--- config.mk ---
export PLATFORM = sky130hd
export DESIGN_NAME = spi_ctrl
export DESIGN_NICKNAME = d
export VERILOG_FILES = /design/src/rtl/spi_pkg.sv /design/src/rtl/spi_baud_div.sv /design/src/rtl/spi_shift_core.sv /design/src/rtl/spi_slave_front.sv /design/src/rtl/spi_ctrl.sv
export SDC_FILE = /design/constraint.sdc
export NUM_CORES = 1
export LEC_CHECK = 0
export ABC_AREA = 0
export BUFFER_PORTS_ARGS = -buffer_cell sky130_fd_sc_hd__buf_2
export CAP_MARGIN = 15
export CORE_MARGIN = 4
export CORE_UTILIZATION = 55
export CTS_CLUSTER_SIZE = 20
export DETAILED_ROUTE_END_ITERATION = 12
export GPL_TIMING_DRIVEN = 0
export PLACE_DENSITY = 0.81
export SLEW_MARGIN = 10
export SYNTH_ARGS = -nofsm -noshare
export SYNTH_HDL_FRONTEND = slang
export SYNTH_SLANG_ARGS = --single-unit
--- constraint.sdc ---
create_clock -name clk -period 5.5 [get_ports clk]
set_input_delay 0.55 -clock clk [delete_from_list [all_inputs] [get_ports clk]]
set_output_delay 0.55 -clock clk [all_outputs]
set_load 0.02 [all_outputs]
--- src/rtl/spi_pkg.sv ---
package spi_pkg;
    localparam int WORD_W   = 16;
    localparam int NARROW_W = 8;
    localparam int BAUD_W   = 16;
    localparam int SEL_W    = 3;
    localparam int CS_N     = 7;
    localparam int EDGE_W   = $clog2(2 * WORD_W + 1);

    typedef struct packed {
        logic              master;
        logic              cpol;
        logic              cpha;
        logic              wide;
        logic [BAUD_W-1:0] baud;
        logic [SEL_W-1:0]  sel;
    } spi_cfg_t;

    function automatic logic [BAUD_W-1:0] eff_baud(input logic [BAUD_W-1:0] b);
        return (b < BAUD_W'(2)) ? BAUD_W'(2) : b;
    endfunction

    function automatic logic [EDGE_W-1:0] edge_total(input logic wide);
        return wide ? EDGE_W'(2 * WORD_W) : EDGE_W'(2 * NARROW_W);
    endfunction
endpackage

--- src/rtl/spi_baud_div.sv ---
module spi_baud_div #(
    parameter int CNT_W = 16
) (
    input  logic             clk,
    input  logic             rst,
    input  logic             clr,
    input  logic [CNT_W-1:0] half,
    output logic             tick
);
    logic [CNT_W-1:0] cnt_q;

    assign tick = !clr && (cnt_q == half - 1'b1);

    always_ff @(posedge clk) begin
        if (rst || clr || tick) cnt_q <= '0;
        else                    cnt_q <= cnt_q + 1'b1;
    end
endmodule

--- src/rtl/spi_shift_core.sv ---
module spi_shift_core #(
    parameter int W  = 16,
    parameter int NW = 8
) (
    input  logic         clk,
    input  logic         rst,
    input  logic         load,
    input  logic [W-1:0] load_word,
    input  logic         wide,
    input  logic         sample_ev,
    input  logic         change_ev,
    input  logic         sdi,
    output logic         sdo,
    output logic [W-1:0] rx_q,
    output logic         last_sample
);
    localparam int CNT_W = $clog2(W + 1);

    logic [W-1:0]     tx_q;
    logic [CNT_W-1:0] cnt_q;
    logic [CNT_W-1:0] n_bits;

    assign n_bits      = wide ? CNT_W'(W) : CNT_W'(NW);
    assign sdo         = tx_q[W-1];
    assign last_sample = sample_ev && (cnt_q == n_bits - 1'b1);

    always_ff @(posedge clk) begin
        if (rst) begin
            tx_q  <= '0;
            rx_q  <= '0;
            cnt_q <= '0;
        end else if (load) begin
            tx_q  <= wide ? load_word : {load_word[NW-1:0], {(W-NW){1'b0}}};
            rx_q  <= '0;
            cnt_q <= '0;
        end else begin
            if (sample_ev && cnt_q < n_bits) begin
                rx_q  <= {rx_q[W-2:0], sdi};
                cnt_q <= cnt_q + 1'b1;
            end
            if (change_ev && cnt_q != '0 && cnt_q < n_bits)
                tx_q <= {tx_q[W-2:0], 1'b0};
        end
    end
endmodule

--- src/rtl/spi_slave_front.sv ---
module spi_slave_front (
    input  logic clk,
    input  logic rst,
    input  logic cpol,
    input  logic sck_i,
    input  logic ss_n_i,
    input  logic mosi_i,
    output logic sel,
    output logic ss_fall,
    output logic lead,
    output logic trail,
    output logic mosi_s
);
    logic [2:0] sck_p;
    logic [1:0] ss_p;
    logic       ss_prev;
    logic [1:0] mo_p;
    logic       sck_edge;

    always_ff @(posedge clk) begin
        if (rst) begin
            sck_p   <= '0;
            ss_p    <= 2'b11;
            ss_prev <= 1'b1;
            mo_p    <= '0;
        end else begin
            sck_p   <= {sck_p[1:0], sck_i};
            ss_p    <= {ss_p[0], ss_n_i};
            ss_prev <= ss_p[1];
            mo_p    <= {mo_p[0], mosi_i};
        end
    end

    assign sel      = !ss_p[1];
    assign ss_fall  = ss_prev && !ss_p[1];
    assign sck_edge = sck_p[2] ^ sck_p[1];
    assign lead     = sel && sck_edge && (sck_p[1] != cpol);
    assign trail    = sel && sck_edge && (sck_p[1] == cpol);
    assign mosi_s   = mo_p[1];
endmodule

--- src/rtl/spi_ctrl.sv ---
module spi_ctrl
    import spi_pkg::*;
(
    input  logic              clk,
    input  logic              rst,
    input  logic              cfg_master,
    input  logic              cfg_cpol,
    input  logic              cfg_cpha,
    input  logic              cfg_wide,
    input  logic [BAUD_W-1:0] cfg_baud,
    input  logic [SEL_W-1:0]  cfg_sel,
    input  logic              start,
    input  logic [WORD_W-1:0] tx_word,
    output logic              busy,
    output logic              done,
    output logic [WORD_W-1:0] rx_word,
    output logic              sck_o,
    output logic              mosi_o,
    output logic [CS_N-1:0]   cs_n_o,
    input  logic              miso_i,
    input  logic              sck_i,
    input  logic              ss_n_i,
    input  logic              mosi_i,
    output logic              miso_o
);
    spi_cfg_t          cfg_q;
    spi_cfg_t          cfg_d;
    logic              run_q;
    logic              sck_q;
    logic [EDGE_W-1:0] edge_q;
    logic              done_q;
    logic              tick;
    logic              accept;
    logic              s_load;
    logic              at_end;
    logic              m_edge;
    logic              m_lead;
    logic              m_trail;
    logic              s_sel;
    logic              s_fall;
    logic              s_lead;
    logic              s_trail;
    logic              s_mosi;
    logic              ev_lead;
    logic              ev_trail;
    logic              core_sdo;
    logic              core_last;
    logic [WORD_W-1:0] core_rx;
    logic              slave_act;

    assign cfg_d = '{master: cfg_master, cpol: cfg_cpol, cpha: cfg_cpha,
                     wide: cfg_wide, baud: cfg_baud, sel: cfg_sel};

    assign accept = cfg_master && start && !run_q;
    assign s_load = !cfg_master && s_fall && !run_q;

    spi_baud_div #(.CNT_W(BAUD_W)) u_div (
        .clk  (clk),
        .rst  (rst),
        .clr  (!run_q),
        .half (eff_baud(cfg_q.baud)),
        .tick (tick)
    );

    spi_slave_front u_front (
        .clk     (clk),
        .rst     (rst),
        .cpol    (cfg_q.cpol),
        .sck_i   (sck_i),
        .ss_n_i  (ss_n_i),
        .mosi_i  (mosi_i),
        .sel     (s_sel),
        .ss_fall (s_fall),
        .lead    (s_lead),
        .trail   (s_trail),
        .mosi_s  (s_mosi)
    );

    assign at_end    = tick && (edge_q == edge_total(cfg_q.wide));
    assign m_edge    = tick && (edge_q != edge_total(cfg_q.wide));
    assign m_lead    = m_edge && !edge_q[0];
    assign m_trail   = m_edge && edge_q[0];
    assign slave_act = !cfg_q.master && s_sel;
    assign ev_lead   = m_lead  || (s_lead  && !cfg_q.master);
    assign ev_trail  = m_trail || (s_trail && !cfg_q.master);

    spi_shift_core #(.W(WORD_W), .NW(NARROW_W)) u_core (
        .clk         (clk),
        .rst         (rst),
        .load        (accept || s_load),
        .load_word   (tx_word),
        .wide        ((accept || s_load) ? cfg_wide : cfg_q.wide),
        .sample_ev   (cfg_q.cpha ? ev_trail : ev_lead),
        .change_ev   (cfg_q.cpha ? ev_lead : ev_trail),
        .sdi         (cfg_q.master ? miso_i : s_mosi),
        .sdo         (core_sdo),
        .rx_q        (core_rx),
        .last_sample (core_last)
    );

    always_ff @(posedge clk) begin
        if (rst) begin
            cfg_q  <= '0;
            run_q  <= 1'b0;
            sck_q  <= 1'b0;
            edge_q <= '0;
            done_q <= 1'b0;
        end else begin
            done_q <= at_end || (core_last && !cfg_q.master);
            if (accept || s_load) cfg_q <= cfg_d;
            if (accept) begin
                run_q  <= 1'b1;
                sck_q  <= cfg_cpol;
                edge_q <= '0;
            end else if (at_end) begin
                run_q  <= 1'b0;
            end else if (m_edge) begin
                sck_q  <= ~sck_q;
                edge_q <= edge_q + 1'b1;
            end
        end
    end

    for (genvar g = 0; g < CS_N; g++) begin : g_cs
        assign cs_n_o[g] = !(run_q && (cfg_q.sel == SEL_W'(g + 1)));
    end

    assign busy    = run_q || slave_act;
    assign done    = done_q;
    assign sck_o   = run_q ? sck_q : cfg_cpol;
    assign mosi_o  = run_q ? core_sdo : 1'b0;
    assign miso_o  = slave_act ? core_sdo : 1'b0;
    assign rx_word = cfg_q.wide ? core_rx
                                : {{(WORD_W-NARROW_W){1'b0}}, core_rx[NARROW_W-1:0]};
endmodule

==> flow_metrics.env <==
export IMPL_synth_edff_count=0
export IMPL_via_count=4453
export IMPL_maxCapViolCount=0
export IMPL_path_clk_slew_ns=0.10
export IMPL_grt_pass1_wl_mm=18.9
export IMPL_drv_slew=0
export IMPL_crit_type="flop to flop"
export IMPL_h_tree_depth=3
export IMPL_avgSynthCellArea_sq_um=8.29
export IMPL_clock_sinks=93
export IMPL_reg2reg_depth=16
export IMPL_path_max_fanout=10
export IMPL_min_path_cells=2
export IMPL_die_w_um=103
export IMPL_power_density_mw_per_mm2=258
export IMPL_setup_violations=0
export IMPL_fin_crit_ns=5.05
export IMPL_synthFlopType="dfxtp_1"
export IMPL_clkLatencyLatePin_ns=0.37
export IMPL_syn_nets=657
export IMPL_min_period_over_period_pct=91.8
export IMPL_drtIter0Drc=171
export IMPL_cts_hold_buf=0
export IMPL_tightest_slew_ns=0.647
export IMPL_ys_warn_count=0
export IMPL_cts_root_buf="clkbuf_8"
export IMPL_hold_class="input port to flop"
export IMPL_cts_setup_buffers=0
export IMPL_grt_remaining_overflow=0
export IMPL_wl_mm=11.4
export IMPL_whs_endpoint="u_front.ss_p[0]$_SDFF_PP1_"
export IMPL_final_common_cell="dfxtp_1"
export IMPL_hold_violations=0
export IMPL_rows=34
export IMPL_end_kind="flop"
export IMPL_r2r_start="cfg_q[9]$_SDFFE_PP0N_"
export IMPL_numPortBuffers=72
export IMPL_die_area_sq_mm=0.0107
export IMPL_r2r_slack_ns=0.45
export IMPL_cts_tree="done"
export IMPL_slew_headroom_pct=56.3
export IMPL_numCtsBuffers=9
export IMPL_coreArea_sq_mm=0.00876
export IMPL_synth_seq_area_share_pct=37.2
export IMPL_reg2reg_to="u_core.tx_q[7]$_SDFFE_PP0P_"
export IMPL_synth_seq_cells=93
export IMPL_cts_resized=0
export IMPL_synth_cell_types=61
export IMPL_synthTopCellsByArea="dfxtp_1 37%, mux2i_1 7.6%, nand2_1 6.6%"
export IMPL_cp_start_kind="flop"
export IMPL_ant_nets=0
export IMPL_fmax_ghz=0.198
export IMPL_area_growth_syn_to_layout_pct=14.7
export IMPL_yosys_area_top_type_share_pct=37.2
export IMPL_die_h_um=103
export IMPL_syn_inst=603
export IMPL_ir_drop_mv=0.130
export IMPL_yosys_area_top_type="dfxtp_1"
export IMPL_leakagePower_nw=2.28
export IMPL_crit_arrival_ns=5.30
export IMPL_final_nets=740
export IMPL_drc=0
export IMPL_drive_gt1_share_pct=17.4
export IMPL_dp_hpwl_mm=8.54
export IMPL_first_global_vias=4269
export IMPL_routedWlPerCell_um=14.2
export IMPL_hold_path_startpoint="ss_n_i"
export IMPL_final_cell_mix="93 x dfxtp_1, 88 x nand2_1, 75 x buf_2"
export IMPL_status="finished clean"
export IMPL_cts_buffer_depth=2
export IMPL_start_util_pct=57.1
export IMPL_grt_usage_pct=22.1
export IMPL_hold_worst_slack_ns=0.370
export IMPL_grt_max_degree=18
export IMPL_gp_congestion=0.880
export IMPL_syn_area_sq_mm=0.00500
export IMPL_antenna_found_initial=0
export IMPL_vias_per_cell=5.57
export IMPL_clock_skew_ns=0.0216
export IMPL_totalNegativeSetupSlack_ns=0
export IMPL_async_flop_share_pct=0
export IMPL_ios=74
export IMPL_required_ns=5.76
export IMPL_rsz0062_at_grt="false"
export IMPL_dr_pass1_iters=4
export IMPL_antenna_cells=0
export IMPL_nFillCells=790
==> worst max-delay path: stages, from the launching register on <==
cell      delay (ns)
dfxtp_1         0.31
clkbuf_1        0.19
nor4_4          0.53
nand4_1         0.38
o21ai_0         0.28
ha_1            0.29
or4b_1          0.45
clkbuf_1        0.18
o41ai_1         0.33
o32ai_1         0.12
o21ai_1         0.27
nand4_1         0.38
o211a_1         0.36
o31a_1          0.29
buf_6           0.14
buf_6           0.15
mux2_4          0.30
==> logic make-up (layout without fill, tap and decap cells) <==
logic type	after synthesis	count (layout)	synth area share (%)
buf+inv	61	149	5.93
fa+ha+maj	8	8	2.00
simple gates	275	275	27.8
flops	93	93	37.2
xor+xnor	37	37	6.48
mux	47	47	9.78
compound gates	82	82	10.7
==> report_power, final <==
| group | switching [mW] | internal [mW] | total [mW] |
|---|---|---|---|
| Clock | 0.266 | 0.263 | 0.529 |
| Combinational | 0.139 | 0.103 | 0.242 |
| Sequential | 0.0168 | 0.691 | 0.708 |
| Total | 0.422 | 1.06 | 1.48 |
==> Yosys cell counts, drive strengths merged (3+ instances only) <==
cell,instances
a211o,8
a21oi,34
a31oi,4
and2,14
and3,6
and3b,3
buf,19
clkbuf,27
dfxtp,93
ha,8
inv,15
mux2,9
mux2i,38
nand2,88
nand2b,10
nand3,28
nand3b,3
nand4,10
nor2,51
nor2b,19
nor3,14
nor4,5
nor4b,3
o21ai,10
o31a,3
o31ai,3
or2,4
or3,5
or4,4
xnor2,23
xor2,14
==> sequential cells by signal, summed over array words and instances, names as in the netlist <==
signal / cells
u_front.sck_p: 3
run_q: 1
u_div.cnt_q: 16
u_core.cnt_q: 5
u_front.ss_p: 2
done: 1
u_core.rx_q: 16
sck_q: 1
u_front.mo_p: 2
u_front.ss_prev: 1
u_core.tx_q: 16
edge_q: 6
cfg_q: 23
==> per-layer routing <==
layer | vias to the layer above | global-route usage [%] | routed length (um)
li1 | 2235 | - | -
met1 | 2097 | 26.2 | 4810
met2 | 103 | 39.3 | 5800
met3 | 18 | 4.69 | 551
met4 | 0 | 7.67 | 215
met5 | - | 0 | 0
==> metrics by stage <==
stage	cells	cell area (sq um)	total power [mW]	setup WS (ns)	util, %
final	799	5730	1.48	0.453	65.4
after global routing	799	5730	1.54	0.0619	65.4
after CTS	799	5720	1.48	0.306	65.3
after detailed placement	783	5500	0.962	0.340	62.7
after global placement	783	5500	0.956	0.397	62.7
after floorplan	603	5000	0.897	1.17	-
==> worst max path at each step <==
| stage | startpoint | to |
|---|---|---|
| floorplan | cfg_q[9]$_SDFFE_PP0N_ | u_core.tx_q[6]$_SDFFE_PP0P_ |
| global placement | cfg_q[14]$_SDFFE_PP0N_ | u_div.cnt_q[13]$_SDFF_PP0_ |
| detailed placement | cfg_q[14]$_SDFFE_PP0N_ | u_div.cnt_q[14]$_SDFF_PP0_ |
| CTS | cfg_q[14]$_SDFFE_PP0N_ | u_core.tx_q[7]$_SDFFE_PP0P_ |
| global route | cfg_q[9]$_SDFFE_PP0N_ | u_core.tx_q[7]$_SDFFE_PP0P_ |
| finish | cfg_q[9]$_SDFFE_PP0N_ | u_core.tx_q[7]$_SDFFE_PP0P_ |
==> final cells by class <==
class | count | area [sq um] | share of cell area [%]
multi-input combinational | 449 | 2850 | 49.7
clock inverter | 7 | 104 | 1.81
timing repair buffer | 72 | 360 | 6.29
tap | 108 | 135 | 2.36
sequential | 93 | 1860 | 32.5
buffer | 46 | 240 | 4.19
inverter | 15 | 56.3 | 0.982
clock buffer | 9 | 124 | 2.16
Note: power is estimated with default switching activity, not from simulation.
